File: config.mk
export PLATFORM = sky130hd
export DESIGN_NAME = uart_frame_tx
export DESIGN_NICKNAME = d
export VERILOG_FILES = /design/src/rtl/uft_pkg.sv /design/src/rtl/uft_parity.sv /design/src/rtl/uft_tick_timer.sv /design/src/rtl/uart_frame_tx.sv
export SDC_FILE = /design/constraint.sdc
export NUM_CORES = 1
export LEC_CHECK = 0
export BUFFER_PORTS_ARGS = -buffer_cell sky130_fd_sc_hd__buf_2
export CELL_PAD_IN_SITES_DETAIL_PLACEMENT = 0
export CELL_PAD_IN_SITES_GLOBAL_PLACEMENT = 2
export CORE_MARGIN = 2
export CORE_UTILIZATION = 31
export CTS_CLUSTER_SIZE = 10
export DETAILED_ROUTE_END_ITERATION = 10
export HOLD_SLACK_MARGIN = 0.15
export PLACE_DENSITY = 0.78
export SLEW_MARGIN = 15
export SYNTH_ARGS = -nofsm -noshare
export SYNTH_HDL_FRONTEND = slang
export SYNTH_SLANG_ARGS = --single-unit
File: constraint.sdc
create_clock -name clk -period 2.03 [get_ports clk]
set_clock_uncertainty 0.15 [all_clocks]
set_input_delay 0 -clock clk [delete_from_list [all_inputs] [get_ports clk]]
set_output_delay 0 -clock clk [all_outputs]
set_load 0.005 [all_outputs]
File: src/rtl/uft_pkg.sv
package uft_pkg;
  localparam int DATA_W = 8;
  localparam int IDX_W  = $clog2(DATA_W);

  typedef enum logic [2:0] {
    PH_IDLE,
    PH_START,
    PH_DATA,
    PH_PAR,
    PH_STOP
  } phase_e;

  typedef struct packed {
    logic [1:0] wlen;
    logic       stop_long;
    logic       par_en;
    logic       par_even;
    logic       par_force;
  } fmt_t;

  localparam fmt_t FMT_DEFAULT = '{wlen: 2'b01, stop_long: 1'b1, par_en: 1'b0,
                                   par_even: 1'b0, par_force: 1'b0};

  function automatic logic [3:0] word_bits(input logic [1:0] code);
    return 4'd5 + {2'b00, code};
  endfunction
endpackage

File: src/rtl/uft_parity.sv
module uft_parity
  import uft_pkg::*;
(
  input  logic [DATA_W-1:0] data,
  input  logic [3:0]        nbits,
  input  fmt_t              fmt,
  output logic              par_bit
);
  logic ones_odd;

  always_comb begin
    ones_odd = 1'b0;
    for (int i = 0; i < DATA_W; i++) begin
      if (i < int'(nbits)) ones_odd = ones_odd ^ data[i];
    end
    if (fmt.par_force) par_bit = ~fmt.par_even;
    else if (fmt.par_even) par_bit = ones_odd;
    else par_bit = ~ones_odd;
  end
endmodule

File: src/rtl/uft_tick_timer.sv
module uft_tick_timer #(
  parameter int CW = 6
) (
  input  logic          clk,
  input  logic          rst_n,
  input  logic          clr,
  input  logic          tick,
  input  logic [CW-1:0] limit,
  output logic          done
);
  logic [CW-1:0] cnt;

  assign done = !clr && tick && (cnt == limit - 1'b1);

  always_ff @(posedge clk or negedge rst_n) begin
    if (!rst_n) cnt <= '0;
    else if (clr || done) cnt <= '0;
    else if (tick) cnt <= cnt + 1'b1;
  end

  p_cnt_bound_r8: assert property (@(posedge clk) disable iff (!rst_n)
    cnt < limit);
endmodule

File: src/rtl/uart_frame_tx.sv
module uart_frame_tx
  import uft_pkg::*;
#(
  parameter int TICKS_PER_BIT = 16
) (
  input  logic              clk,
  input  logic              rst_n,
  input  logic              soft_rst,
  input  logic [1:0]        wlen,
  input  logic              stop_sel,
  input  logic              par_en,
  input  logic              par_even,
  input  logic              par_force,
  input  logic              brk,
  input  logic              tick16,
  input  logic [DATA_W-1:0] in_data,
  input  logic              in_valid,
  output logic              in_ready,
  output logic              tx,
  output logic              busy
);
  localparam int CW = $clog2(2 * TICKS_PER_BIT + 1);
  localparam logic [CW-1:0] LIM_ONE  = CW'(TICKS_PER_BIT);
  localparam logic [CW-1:0] LIM_HALF = CW'(TICKS_PER_BIT + TICKS_PER_BIT / 2);
  localparam logic [CW-1:0] LIM_TWO  = CW'(2 * TICKS_PER_BIT);

  phase_e            phase;
  fmt_t              fmt_q;
  logic [DATA_W-1:0] data_q;
  logic [IDX_W-1:0]  bit_idx;
  logic [3:0]        nbits;
  logic [CW-1:0]     limit;
  logic              accept, done, par_bit, last_bit;
  fmt_t              fmt_in;

  assign fmt_in   = '{wlen: wlen, stop_long: stop_sel, par_en: par_en,
                      par_even: par_even, par_force: par_force && par_en};
  assign in_ready = (phase == PH_IDLE) && !brk && !soft_rst;
  assign accept   = in_valid && in_ready;
  assign busy     = (phase != PH_IDLE);
  assign nbits    = word_bits(fmt_q.wlen);
  assign last_bit = ({1'b0, bit_idx} == IDX_W'(nbits - 4'd1));

  always_comb begin
    limit = LIM_ONE;
    if (phase == PH_STOP && fmt_q.stop_long)
      limit = (fmt_q.wlen == 2'b00) ? LIM_HALF : LIM_TWO;
  end

  uft_tick_timer #(.CW(CW)) u_timer (
    .clk   (clk),
    .rst_n (rst_n),
    .clr   ((phase == PH_IDLE) || brk || soft_rst),
    .tick  (tick16),
    .limit (limit),
    .done  (done)
  );

  uft_parity u_parity (
    .data    (data_q),
    .nbits   (nbits),
    .fmt     (fmt_q),
    .par_bit (par_bit)
  );

  always_ff @(posedge clk or negedge rst_n) begin
    if (!rst_n) begin
      phase   <= PH_IDLE;
      fmt_q   <= FMT_DEFAULT;
      data_q  <= '0;
      bit_idx <= '0;
    end else if (soft_rst) begin
      phase   <= PH_IDLE;
      fmt_q   <= FMT_DEFAULT;
      bit_idx <= '0;
    end else if (brk) begin
      phase   <= PH_IDLE;
      bit_idx <= '0;
    end else begin
      unique case (phase)
        PH_IDLE: if (accept) begin
          phase   <= PH_START;
          fmt_q   <= fmt_in;
          data_q  <= in_data;
          bit_idx <= '0;
        end
        PH_START: if (done) phase <= PH_DATA;
        PH_DATA: if (done) begin
          if (last_bit) phase <= fmt_q.par_en ? PH_PAR : PH_STOP;
          else bit_idx <= bit_idx + 1'b1;
        end
        PH_PAR:  if (done) phase <= PH_STOP;
        PH_STOP: if (done) phase <= PH_IDLE;
        default: phase <= PH_IDLE;
      endcase
    end
  end

  always_comb begin
    unique case (phase)
      PH_START: tx = 1'b0;
      PH_DATA:  tx = data_q[bit_idx];
      PH_PAR:   tx = par_bit;
      default:  tx = 1'b1;
    endcase
    if (brk) tx = 1'b0;
  end

  p_accept_busy_r7: assert property (@(posedge clk) disable iff (!rst_n)
    accept |=> busy);
  p_break_drop_r5: assert property (@(posedge clk) disable iff (!rst_n)
    brk |=> !busy);
  p_soft_abort_r6: assert property (@(posedge clk) disable iff (!rst_n)
    soft_rst |=> !busy);
  p_start_low_r1: assert property (@(posedge clk) disable iff (!rst_n)
    $rose(busy) |-> !tx);
  p_fmt_hold_r8: assert property (@(posedge clk) disable iff (!rst_n)
    (busy && $past(busy) && !$past(soft_rst)) |-> $stable(fmt_q));
  p_stop_high_r2: assert property (@(posedge clk) disable iff (!rst_n)
    (phase == PH_STOP && !brk) |-> tx);
endmodule

==> impl_metrics.ini <==
[clock_network]
cts_max_level = 1
clock_latency_ns = 0.27
numCtsBuffers = 3
path_clk_slew_ns = 0.09
cts_sinks = 26
cts_root_buffer = clkbuf_8
cts_tree = done
clock_path_buffers = 2

[finish]
area_growth_pct = 47.6
antenna_cells = 0
fin_cells = 288
mostFrequentLayoutCells = dfrtp_1 (22), buf_2 (22), buf_4 (22)
fin_nets = 244
fill_cells = 452
drive_gt1_share_pct = 36.2
post-route-util_pct = 47.7

[drt]
vias_per_cell = 4.67
drt-initial-drc-count = 33
drc = 0
firstDrtPassIters = 4
vias = 1345
routedWlPerCell_um = 13.1
wirelength_mm = 3.78
ant_nets = 0

[synthesis]
ys_types = 39
ys_seq_elements = 26
synthArstFlopShare_pct = 100
postSynthCellCount = 157
synthFlopType = dfrtp_1
synth_area_mm2 = 0.00153
syn_area_per_cell_um2 = 9.72
synth_edf_count = 0
ys_warn_count = 0
synth_nets = 179
ys_seq_area_share_pct = 42.8

[global_route]
antenna_found_initial = 0
grt_max_degree = 25
grt_overflow = 0
grt_use_total_pct = 14.6
grt_pass1_vias = 1394
grt_pass1_wl_mm = 6.18

[job]
drv_cap = 0

[timing]
slew_headroom_pct = 77.3
setup_viol = 6
fin_crit_ns = 2.23
hold_viol_final = 0
finalCritPeriodShare_pct = 110
max_freq_ghz = 0.449
worstMarginPinSlew_ns = 0.340
grt_setup_unrepaired = true
slew_viol_final = 0
hold_ws_ns = 0.337
finalWorstSetupSlack_ns = -0.196

[worst_setup_path]
worstSetupStartpointType = register
cp.arrival_ns = 2.08
criticalPathCategory = register to output port
end_kind = output port
critPathRequiredTime_ns = 1.88
worst_path_largest_cell_delay_ns = 0.41
crit_path_cell_trace = buf_4 > nor3b_2 > a311oi_2 > xnor2_1 > or4_1 > a31oi_1 > buf_2
critPathMaxFanout = 4
crit_slowest_cell = or4_1

[power_and_ir_drop]
pwr-share-seq_pct = 44.0
pwr-share-clk_pct = 31.1
vdd_drop_max_mv = 0.313
p_comb_share_pct = 24.9
power.density_mw_per_mm2 = 617
p_leak_nw = 0.973
internal-power_mw = 1.03
power_switching_mw = 0.357
swShare_pct = 25.7

[place]
dp_cells = 254
gp_congestion = 0.815
port_buffers = 22
hpwl_mm = 2.60
dp_slack_ns = -0.0628

[worst_hold_path]
hp-class = input pin to register

[die]
core_region_area_mm2 = 0.00472
floorplan.initialDensity_pct = 32.3
die_area_mm2 = 0.00550
die_x_um = 74.2
std_cell_rows = 25
ios = 23
die_h_um = 74.2

[run_status]
violations = setup timing
status = finished, violations left
## synthesized netlist by cell type, types with 2 or more instances
| cell | n | area [um2] |
|---|---|---|
| dfstp_2 | 2 | 52.6 |
| or4_1 | 2 | 15.0 |
| nand2_1 | 9 | 33.8 |
| nand4_1 | 2 | 12.5 |
| nor2_1 | 18 | 67.6 |
| mux2_2 | 8 | 90.1 |
| o21ai_0 | 8 | 40.0 |
| nor2b_1 | 2 | 12.5 |
| nand3b_1 | 5 | 37.5 |
| a211o_1 | 2 | 17.5 |
| mux2i_1 | 2 | 20.0 |
| a31oi_1 | 2 | 12.5 |
| nor3_1 | 5 | 25.0 |
| a21oi_1 | 7 | 35.0 |
| xor2_1 | 6 | 52.6 |
| nor3b_1 | 3 | 22.5 |
| ha_1 | 2 | 25.0 |
| inv_1 | 11 | 41.3 |
| xnor2_1 | 9 | 78.8 |
| dfrtp_1 | 24 | 601 |
| clkbuf_1 | 5 | 18.8 |
| nand3_1 | 5 | 25.0 |
| nand2b_1 | 2 | 12.5 |
## path summary, 6_finish.rpt
kind | startpoint | depth (start not counted) | end | slack, ns
max in group asynchronous | rst_n | 4 | data_q[6]$_DFFE_PN0P_ | 0.89
setup / recovery | fmt_q[5]$_DFFE_PN0P_ | 7 | tx | -0.20
hold / removal | in_data[7] | 3 | data_q[7]$_DFFE_PN0P_ | 0.34
hold reg to reg | fmt_q[0]$_DFFE_PN0P_ | 2 | fmt_q[0]$_DFFE_PN0P_ | 0.41
setup reg to reg | fmt_q[4]$_DFFE_PN1P_ | 7 | bit_idx[0]$_DFFE_PN0P_ | -0.14
min in group asynchronous | rst_n | 3 | fmt_q[3]$_DFFE_PN1P_ | 0.67
## per-stage QoR
stage	TNS (ns)	cell area [um2]	power (mW)
CTS	-0.473	2150	1.38
floorplan	0	1530	0.803
finish	-0.694	2250	1.39
detailed placement	-0.133	1800	0.894
global route	-1.30	2250	1.47
global placement	-0.0519	1800	0.886
## cell type report
cell class | count | area, um2 | area share [%]
Sequential cell | 26 | 656 | 29.1
Clock inverter | 1 | 30.0 | 1.33
Clock buffer | 3 | 41.3 | 1.83
Timing Repair Buffer | 67 | 517 | 22.9
Inverter | 11 | 41.3 | 1.83
Multi-Input combinational cell | 113 | 885 | 39.3
Tap cell | 67 | 83.8 | 3.72
## power by group through the flow
stage	Clock (mW)	Combinational [mW]	Sequential, mW
after floorplan	0	0.198	0.605
after global placement	0	0.269	0.617
after detailed placement	0	0.272	0.621
after CTS	0.444	0.321	0.611
after global routing	0.468	0.379	0.620
final	0.432	0.346	0.612
## critical path: cells and delay by family, from the launching register on
family	cells	cell delay, ns
DFF	1	0.40
AOI/OAI and AO/OA	2	0.44
buffers and inverters	2	0.28
xor gates and xnor gates	1	0.12
and+or+nand+nor	2	0.56
## state kept, by name (all words and copies together) (netlist names)
name / flops
data_q: 8
fmt_q: 6
u_timer.cnt: 6
bit_idx: 3
phase: 3
## repair_timing
action | CTS | global route
setup endpoints to repair | 5 | 7
gates resized for setup | 6 | 15
gates cloned | 0 | 0
setup buffers | 4 | 5
pin swaps | 14 | 8
hold buffers | 22 | 0
endpoints found under the hold margin | 53 | 0
## metal layers
layer / part of all wire, % / track usage (%)
met5: 0 / 0
met1: 45 / 17.8
met3: 2.7 / 2.17
met2: 51 / 26.6
met4: 1.4 / 4.44
## logic make-up (layout without fill, tap and decap cells)
kind of cell,Yosys count,count (layout),synth area share (%)
AOI/OAI and AO/OA,25,25,11.1
xor gates and xnor gates,15,15,8.61
adders and majority gates,2,2,1.64
buffers and inverters,18,82,4.92
DFF,26,26,42.8
muxes,12,12,10.4
and+or+nand+nor,59,59,20.5
(Power assumes the default switching activity.)
